[src/rtl/bus_enum_slave.sv]
module bus_enum_slave #(
  parameter int          CNT_W     = 8,
  parameter logic [3:0]  GROUP     = 4'hD,
  parameter logic [7:0]  MASTER_AD = 8'h10,
  parameter logic [7:0]  DISP_AD   = 8'h70,
  parameter logic [7:0]  ACK_CMD   = 8'h8C
) (
  input  logic             clk,
  input  logic             rst_n,
  input  logic             pkt_vld,
  input  logic [7:0]       pkt_rad,
  input  logic [7:0]       pkt_cmd1,
  input  logic [7:0]       pkt_cmd2,
  input  logic             disp_en,
  output logic [7:0]       own_id,
  output logic [7:0]       poll_mask,
  output logic [7:0]       cur_id,
  output logic             selected,
  output logic             cascade_en,
  output logic             host_wake,
  output logic [CNT_W-1:0] reinit_cnt,
  output logic             disp_clr,
  output logic             brk_clr,
  output logic             rep_vld,
  output logic [7:0]       rep_rad,
  output logic [7:0]       rep_tad,
  output logic [7:0]       rep_cmd1,
  output logic [7:0]       rep_cmd2,
  output logic [7:0]       rep_sum
);

  localparam logic [7:0] UNASSIGNED_AD = {GROUP, 4'h0};

  logic has_id;
  logic is_rst, is_any, is_stat, is_offer, is_asg, is_pwr, is_sel;
  logic cas_pend;

  assign has_id   = (own_id != 8'h00);
  assign is_rst   = pkt_vld && pkt_cmd1 == 8'h01 && pkt_cmd2 == 8'h00;
  assign is_any   = pkt_vld && pkt_cmd1 == 8'h01 && pkt_cmd2 == 8'h02 && !has_id;
  assign is_stat  = pkt_vld && pkt_cmd1 == 8'h01 && pkt_cmd2 == 8'h12 && has_id && pkt_rad == own_id;
  assign is_offer = pkt_vld && pkt_cmd1 == 8'h02;
  assign is_asg   = is_offer && !has_id && pkt_rad[7:4] == GROUP;
  assign is_pwr   = pkt_vld && pkt_cmd1 == 8'h87;
  assign is_sel   = pkt_vld && pkt_cmd1 == 8'hF0;

  logic       nx_go;
  logic [7:0] nx_rad, nx_tad, nx_c1, nx_c2;
  logic [7:0] acc1, acc2, acc3;

  always_comb begin
    nx_go  = 1'b0;
    nx_rad = MASTER_AD;
    nx_tad = 8'h00;
    nx_c1  = 8'h00;
    nx_c2  = 8'h00;
    if (is_asg) begin
      nx_go  = 1'b1;
      nx_tad = pkt_rad;
      nx_c1  = ACK_CMD;
      nx_c2  = MASTER_AD;
    end else if (is_any) begin
      nx_go  = 1'b1;
      nx_tad = UNASSIGNED_AD;
      nx_c1  = ACK_CMD;
      nx_c2  = MASTER_AD;
    end else if (is_stat) begin
      nx_go  = 1'b1;
      nx_rad = disp_en ? DISP_AD : MASTER_AD;
      nx_tad = own_id;
      nx_c2  = poll_mask;
    end
  end

  assign acc1 = nx_rad + nx_tad;
  assign acc2 = acc1 + nx_c1;
  assign acc3 = acc2 + nx_c2;

  always_ff @(posedge clk) begin
    if (!rst_n) begin
      own_id     <= '0;
      poll_mask  <= '0;
      cur_id     <= '0;
      selected   <= 1'b0;
      cas_pend   <= 1'b0;
      cascade_en <= 1'b0;
      host_wake  <= 1'b0;
      reinit_cnt <= '0;
      disp_clr   <= 1'b0;
      brk_clr    <= 1'b0;
      rep_vld    <= 1'b0;
      rep_rad    <= '0;
      rep_tad    <= '0;
      rep_cmd1   <= '0;
      rep_cmd2   <= '0;
      rep_sum    <= '0;
    end else begin
      disp_clr <= 1'b0;
      brk_clr  <= 1'b0;
      rep_vld  <= nx_go;
      cas_pend <= 1'b0;
      if (cas_pend) cascade_en <= 1'b1;
      if (nx_go) begin
        rep_rad  <= nx_rad;
        rep_tad  <= nx_tad;
        rep_cmd1 <= nx_c1;
        rep_cmd2 <= nx_c2;
        rep_sum  <= acc3;
      end
      if (is_rst) begin
        own_id     <= '0;
        cur_id     <= '0;
        selected   <= 1'b0;
        cascade_en <= 1'b0;
        disp_clr   <= 1'b1;
        brk_clr    <= 1'b1;
        reinit_cnt <= reinit_cnt + 1'b1;
      end
      if (is_asg) begin
        own_id    <= pkt_rad;
        poll_mask <= pkt_cmd2;
        cas_pend  <= 1'b1;
      end
      if (is_sel) begin
        cur_id   <= pkt_cmd2;
        selected <= has_id && pkt_cmd2 == own_id;
      end
      if (is_pwr) begin
        host_wake <= pkt_cmd2[3];
        if (!pkt_cmd2[7]) begin
          selected <= 1'b0;
          disp_clr <= 1'b1;
        end
      end
    end
  end

  AST_RESET_CLEARS: assert property (@(posedge clk) disable iff (!rst_n)
    is_rst |=> (own_id == 8'h00 && !cascade_en && !selected && !rep_vld && brk_clr));
  AST_ID_LOCKED: assert property (@(posedge clk) disable iff (!rst_n)
    (is_offer && has_id) |=> ($stable(own_id) && $stable(poll_mask) && !rep_vld));
  AST_WRONG_GROUP: assert property (@(posedge clk) disable iff (!rst_n)
    (is_offer && !has_id && pkt_rad[7:4] != GROUP) |=> (own_id == 8'h00));
  AST_CASCADE_ORDER: assert property (@(posedge clk) disable iff (!rst_n)
    $rose(cascade_en) |-> $past(rep_vld));
  AST_CASCADE_NEEDS_ID: assert property (@(posedge clk) disable iff (!rst_n)
    cascade_en |-> (own_id != 8'h00));
  AST_SEL_MATCH: assert property (@(posedge clk) disable iff (!rst_n)
    selected |-> (cur_id == own_id && own_id != 8'h00));
  AST_WAKE_FOLLOWS: assert property (@(posedge clk) disable iff (!rst_n)
    is_pwr |=> (host_wake == $past(pkt_cmd2[3])));
  AST_REPLY_SUM: assert property (@(posedge clk) disable iff (!rst_n)
    rep_vld |-> (rep_sum == 8'(rep_rad + rep_tad + rep_cmd1 + rep_cmd2)));

endmodule

[config.mk]
export PLATFORM = sky130hd
export DESIGN_NAME = bus_enum_slave
export DESIGN_NICKNAME = d
export VERILOG_FILES = /design/src/rtl/bus_enum_slave.sv
export SDC_FILE = /design/constraint.sdc
export NUM_CORES = 1
export LEC_CHECK = 0
export ABC_AREA = 1
export BUFFER_PORTS_ARGS = -buffer_cell sky130_fd_sc_hd__buf_2
export CAP_MARGIN = 20
export CORE_MARGIN = 2
export CORE_UTILIZATION = 40
export DETAILED_ROUTE_END_ITERATION = 7
export HOLD_SLACK_MARGIN = 0.12
export PLACE_DENSITY_LB_ADDON = 0.08
export SETUP_SLACK_MARGIN = 0.2
export SKIP_LAST_GASP = 1
export SYNTH_ARGS = -nofsm -noshare
export SYNTH_HDL_FRONTEND = slang
export SYNTH_SLANG_ARGS = --single-unit
[constraint.sdc]
create_clock -name clk -period 7.59 [get_ports clk]
set_clock_uncertainty 0.15 [all_clocks]
set_input_delay 0.3795 -clock clk [delete_from_list [all_inputs] [get_ports clk]]
set_output_delay 0.3795 -clock clk [all_outputs]
set_load 0.005 [all_outputs]
==> results.md, run 1 <==
* Worst-path fanout max at 12
* Post-CTS sizing at 0
* Synth cell types at 38
* Number of enable flip-flop cells after synthesis at 0
* Synth top cells by count: nand2_1 (144), nor2_1 (67), dfxtp_1 (66)
* MaxCap Viol Count at 0
* R2R depth at 22
* FP Rows at 35
* Gpl congestion at 0.9037
* N_diodes at 0
* DIE AREA at 10410 sq um
* Pin count of the biggest net entering global routing at 30
* Max Freq at 0.2614 GHz
* Synth Area in Compound Gates at 11.32%
* CORE AREA at 9284 sq um
* Synth area leaders: dfxtp_1 (34%), nand2_1 (14%), nor2_1 (6.5%)
* Static leakage at 2.320 nW
* Leading area contributor after synthesis: dfxtp_1
* Worst setup SP type: flop
* Post-DP HPWL at 8732 um
* DRT Pass-1 Iters at 4
* Worst Path Arrival at 3.95 ns
* Layout cells sized above 1 at 23.34%
* Final setup fails at 0
* Setup crit end kind: flop
* Mapped Avg Cell Area at 6.978 sq um
* Fraction of synthesized area in multiplexers at 0%
* Final WL at 11280 um
* GRT overflow at 0
* Clk sink count at 66
* Final instance area at 4612 sq um
* Post-Synthesis Cell Area at 3845 sq um
* Fill cells at 996
* Dominant cell by count in the synthesized netlist: nand2_1
* Worst Hold Depth at 3
* Area share of xor/xnor cells in the synthesized design at 3.189%
* Slew @ Worst Pin at 0.5826 ns
* Rel. slew slack at 60.87%
* Worst R2R Setup Slack at 3.76 ns
* Remaining antenna violation count at 0
* Crit path time final at 3.825 ns
* Min-delay worst type: in -> reg
* Pwr Density at 166.7 nW/um^2
* Predominant post-synthesis flop cell: dfxtp_1
* Starting Density at 41.42%
* Initial DRC Count at 191
* Nets@finish at 685
* Post-Synthesis Cells at 551
* Clk Latency, worst-skew pair at 0.34 ns
* Max-slew violation count at 0
* Drt drc at 0
* Cts bufs inserted at 9
* GRT Total Usage at 22.83%
* Sequential share of the synthesized area at 34.36%
* Placed cells at 760
* Final hold violation count at 0
* RSZ-0062 raised after global routing: no
* Clock root cell: clkbuf_8
* Yosys warns at 0
* Synth top area share at 34.36%
* Status: finished clean
* I/O pins at 106
* Vias in the first global route at 3693
* Setup tns final at 0 ns
* Fin crit share at 50.40%
* First-pass GRT wire length at 18380 um
* Routed length per instance at 14.54 um
* Post-synthesis adder-cell area fraction at 5.857%
* Post-Synth Simple-Gate Area at 33.81%
* Reg clk slew, reported paths at 0.08 ns
* DR vias/cell at 4.803
* Input/output buffers at 95
* WP data required at 7.72 ns
* CTS Hold Bufs at 0
* VDD IR max at 0.1099 mV
* CTS tree: done
* H-tree levels at 3
* Largest family of logic cells by synthesized area: simple AND/OR/NAND/NOR gates
* Finished Layout Cells at 776
* Layout area overhead at 19.95%
* Fraction of registers with async set/reset at 0%
* Antenna violations before repair at 0
* Chip height at 102.0 um
* Die width at 102.0 um
* Synthesis-stage register bit count at 66
* Post-CTS Setup Repair Bufs at 0
* Worst hold slack at 0.1734 ns
* Placement Cell Area at 4362 sq um
* Vias at 3727
* CTS Buffer Depth at 2
* Setup CP Type: reg -> reg
==> final cells by class <==
class	count	area, sq um	area share [%]
repair buffers	96	503.0	10.91
clock buffers	10	137.6	2.984
well taps	129	161.4	3.500
multi-input cells	401	2121	45.98
flip-flops and latches	66	1321	28.65
clock inverters	6	112.6	2.442
inverters	68	255.2	5.534
==> state kept, by name, indices dropped and copies added, names as in the netlist, 2 cells and up <==
| name | flops |
|---|---|
| reinit_cnt | 8 |
| rep_sum | 8 |
| poll_mask | 8 |
| rep_tad | 8 |
| rep_cmd2 | 8 |
| rep_rad | 2 |
| cur_id | 8 |
| own_id | 8 |
==> cell families after synthesis <==
kind of cell	Yosys count
AO/OA/AOI/OAI	82
adder cells (fa/ha/maj)	15
XOR/XNOR	14
buffers and inverters	93
AND/OR/NAND/NOR	280
other	1
flip-flops	66
==> cell usage in the layout (no fill, tap or decap), drive strengths merged <==
master  count
nor4        1
xnor2      10
o21ai      31
nand4      10
buf        96
conb       10
ha         10
inv        69
nand3b      2
a21o        1
clkinv      2
fa          5
o21a        2
clkbuf     10
nor2       80
nand3      25
a21oi      42
bufinv      3
a41oi       1
dfxtp      66
a31oi       2
nand2     155
nor3        7
xor2        4
o22ai       3
==> per-stage QoR <==
stage	worst slack (ns)	total power, mW	utilization, %
floorplan	4.469	0.3810	-
global placement	3.853	0.3967	46.68
detailed placement	3.783	0.3985	46.98
CTS	3.755	0.7754	49.68
global route	3.317	0.7943	49.68
finish	3.765	0.7690	49.68
==> power by group <==
group          internal [mW]  total, mW  switching, mW
clock                  0.229      0.378          0.150
sequential             0.346      0.346      0.0000607
combinational         0.0141     0.0446         0.0305
==> path summary, 6_finish.rpt <==
kind | startpoint | endpoint
worst max-delay path | own_id[7] | rep_sum[7]
worst min-delay path | pkt_cmd2[3] | cur_id[3]
worst max register to register | own_id[7] | rep_sum[7]
worst min register to register | rep_cmd2[0] | rep_cmd2[0]
==> layer usage <==
metal | track usage [%] | up-vias | wire length [um]
met5 | 0 | - | 0
met4 | 7.692 | 0 | 152
met3 | 4.172 | 12 | 573
met2 | 39.52 | 97 | 5424
met1 | 28.63 | 1710 | 5133
li1 | - | 1908 | -
==> critical path, stage by stage (launching register included) <==
cell and delay, ns:
dfxtp_1 0.63, inv_1 0.13, nand2_1 0.08, nand2_1 0.08, nor2_1 0.10, nand3_1 0.09
nor2_1 0.09, nand3_1 0.33, inv_1 0.29, nand2_1 0.17, fa_1 0.56, inv_1 0.04
ha_1 0.34, nand2_1 0.09, nor2_1 0.09, nand2_1 0.07, nand3_1 0.07, nand2_1 0.05
nand2_1 0.08, inv_1 0.04, nand2_1 0.05, nand2_1 0.05, a21oi_1 0.12
Note: power is estimated with default switching activity, not from simulation.
==> run 2: changes to the inputs <==
clock period = 3.1 ns   (was 7.59 ns; I/O delays follow)
==> run 2 against run 1 <==
The flow now finishes with violations (negative setup slack). Sequential share of layout area decreased by 3.7 points. Setup slack got worse by 3.8 ns. Cell count increased by 8.4%. Largest power group is now sequential cells. Die area unchanged. Non-clock buffer count increased by 65. Routed wire length increased by 5.9%. Clock power increased by 120%.
==> results.md, run 2 (same netlist as run 1, synthesis figures left out) <==
* Post-DP HPWL at 8874 um (+1.6%)
* DR vias/cell at 4.762 (-0.85%)
* Power Total at 1.790 mW (+130%)
* Layout area overhead at 40.19%
* GRT Total Usage at 23.74% (+0.92 points)
* Commonest non-fill, non-tap cell in the layout: nand2_1
* Max Freq at 0.3209 GHz (+23%)
* Wire length on met3 at 562 um (-1.9%)
* Seq pwr share at 47.1% (+2.1 points)
* Chip height at 102.0 um (unchanged)
* Met1 WL at 5319 um (+3.6%)
* Vias in the first global route at 3913 (+6.0%)
* CP startpoint: own_id[1]
* Die width at 102.0 um (unchanged)
* Min-delay worst type: in -> reg
* Reg2reg start: own_id[1]
* DIE AREA at 10410 sq um (unchanged)
* Gpl congestion at 0.9272 (+2.6%)
* Starting Density at 41.42% (unchanged)
* Worst Setup EP: rep_sum[7]
* Reg clk slew, reported paths at 0.08 ns (about the same)
* Worst R2R Setup Slack at -0.02 ns (-3.78 ns)
* Max-slew violation count at 0 (unchanged)
* Final setup fails at 1 (+1)
* Pint at 1.347 mW (+130%)
* Clock share of power at 45.5% (-3.7 points)
* Fin crit share at 100.5% (+50 points)
* Setup CP Type: reg -> reg
* CTS Buffer Depth at 2 (unchanged)
* GRT overflow at 0 (unchanged)
* Clk Latency, worst-skew pair at 0.35 ns (about the same)
* Placed cells at 788 (+3.7%)
* R2R depth at 21 (-4.5%)
* Setup tns final at -0.01668 ns (-0.01668 ns)
* Worst hold slack at 0.1223 ns (-0.05115 ns)
* Status: complete, but fails checks
* Drt drc at 0 (unchanged)
* H-tree levels at 3 (unchanged)
* Most frequent cells in the layout: nand2_1 (126), buf_2 (95), nor2_1 (62)
* I/O pins at 106 (unchanged)
* Switching power at 0.4429 mW (+150%)
* Remaining antenna violation count at 0 (unchanged)
* Sw Ratio at 24.74% (+1.3 points)
* Finished Layout Cells at 841 (+8.4%)
* MaxCap Viol Count at 0 (unchanged)
* FP Rows at 35 (unchanged)
* Worst Path Arrival at 3.26 ns (-0.69 ns)
* Layout cells sized above 1 at 34.27% (+11 points)
* Worst-path fanout max at 6 (-6)
* CTS tree: done
* Setup crit end kind: flop
* Cts bufs inserted at 9 (unchanged)
* Clk sink count at 66 (unchanged)
* Pin count of the biggest net entering global routing at 29 (-3.3%)
* VDD IR max at 0.2325 mV (+110%)
* Failing checks: negative setup slack
* Static leakage at 2.623 nW (+13%)
* Input/output buffers at 95 (unchanged)
* Final WL at 11950 um (+5.9%)
* Nets@finish at 750 (+9.5%)
* Routed length per instance at 14.20 um (-2.3%)
* First-pass GRT wire length at 19110 um (+3.9%)
* Rel. slew slack at 55.31% (-5.6 points)
* Vias at 4005 (+7.5%)
* Detail Route met2 WL at 5853 um (+7.9%)
* CORE AREA at 9284 sq um (unchanged)
* End of the worst register-to-register path: rep_sum[7]
* Antenna violations before repair at 0 (unchanged)
* Slew @ Worst Pin at 0.6695 ns (+0.08697 ns)
* Pwr Density at 332.1 nW/um^2 (+99%)
* WP data required at 3.24 ns (-4.48 ns)
* N_diodes at 0 (unchanged)
* Worst setup SP type: flop
* Clock root cell: clkbuf_8
* Highest routed metal layer: met4
* Final hold violation count at 0 (unchanged)
* Comb power frac at 7.4% (+1.6 points)
* Initial DRC Count at 163 (-15%)
* Post-route worst setup slack at -0.01668 ns (-3.781 ns)
* DRT Pass-1 Iters at 4 (unchanged)
* RSZ-0062 raised after global routing: yes
* Crit path time final at 3.117 ns (-0.7088 ns)
-- run 2: cell count changes in the layout (fill, tap and decap cells not counted), sizes merged --
cell,delta
clkinv,+2
dlygate4sd3,+24
bufinv,-1
clkbuf,+1
buf,+41
inv,-2
-- run 2: layout make-up --
| class | count | area (sq um) |
|---|---|---|
| fill | 939 | 3894 |
| multi-input combinational | 401 | 2347 |
| sequential | 66 | 1344 |
| timing repair buffer | 161 | 1067 |
| inverter | 68 | 260.3 |
| tap | 129 | 161.4 |
| clock buffer | 11 | 131.4 |
| clock inverter | 5 | 78.83 |
-- run 2: worst min path at each step --
stage	startpoint	to	slack (ns)	cells after the start
global placement	cas_pend	cascade_en	0.28	2
finish	pkt_cmd2[0]	selected	0.12	5
detailed placement	cas_pend	cascade_en	0.29	2
CTS	pkt_cmd1[1]	disp_clr	0.12	5
global route	pkt_cmd2[0]	selected	0.14	5
floorplan	pkt_cmd2[0]	cur_id[0]	0.15	2
-- run 2: power groups by stage --
stage	logic, mW	clock network, mW	registers [mW]
after floorplan	0.0658	0	0.867
after global placement	0.112	0	0.867
after detailed placement	0.113	0	0.867
after CTS	0.129	0.824	0.843
after global routing	0.148	0.865	0.843
final	0.133	0.815	0.843
-- run 2: critical path: stages, from the launching register on --
cell and delay (ns):
dfxtp_4 0.35, buf_4 0.14, nor2_4 0.13, nand2_4 0.08
nor2_8 0.14, nor3_2 0.06, nand3_2 0.10, buf_6 0.14
buf_12 0.11, o21ai_4 0.05, fa_1 0.53, inv_1 0.07
fa_2 0.37, inv_2 0.08, nand2_1 0.06, nand3_1 0.07
nand2_1 0.05, nand2_1 0.07, inv_1 0.04, nand2_1 0.05
nand2_1 0.05, a21oi_1 0.11
-- run 2: per-layer routing --
layer	vias up	GRT usage (%)
li1	2043	-
met1	1850	29.96
met2	95	41.04
met3	17	4.036
met4	0	8.205
met5	-	0
-- run 2: metrics by stage --
stage / utilization, % / setup slack (ns) / cell area, sq um
finish: 58.06 / -0.01668 / 5390
global route: 58.06 / -0.1977 / 5390
CTS: 55.12 / 0.04230 / 5117
detailed placement: 49.33 / -0.04745 / 4579
global placement: 49.33 / 0.03364 / 4579
floorplan: - / 0.1868 / 3916
-- run 2: timing repair --
| action | CTS | global route |
|---|---|---|
| setup buffers | 2 | 11 |
| endpoints found under the hold margin | 26 | 0 |
| hold buffers | 24 | 0 |
| setup endpoints to repair | 5 | 6 |
| pin swaps | 13 | 25 |
| resized for setup | 22 | 43 |
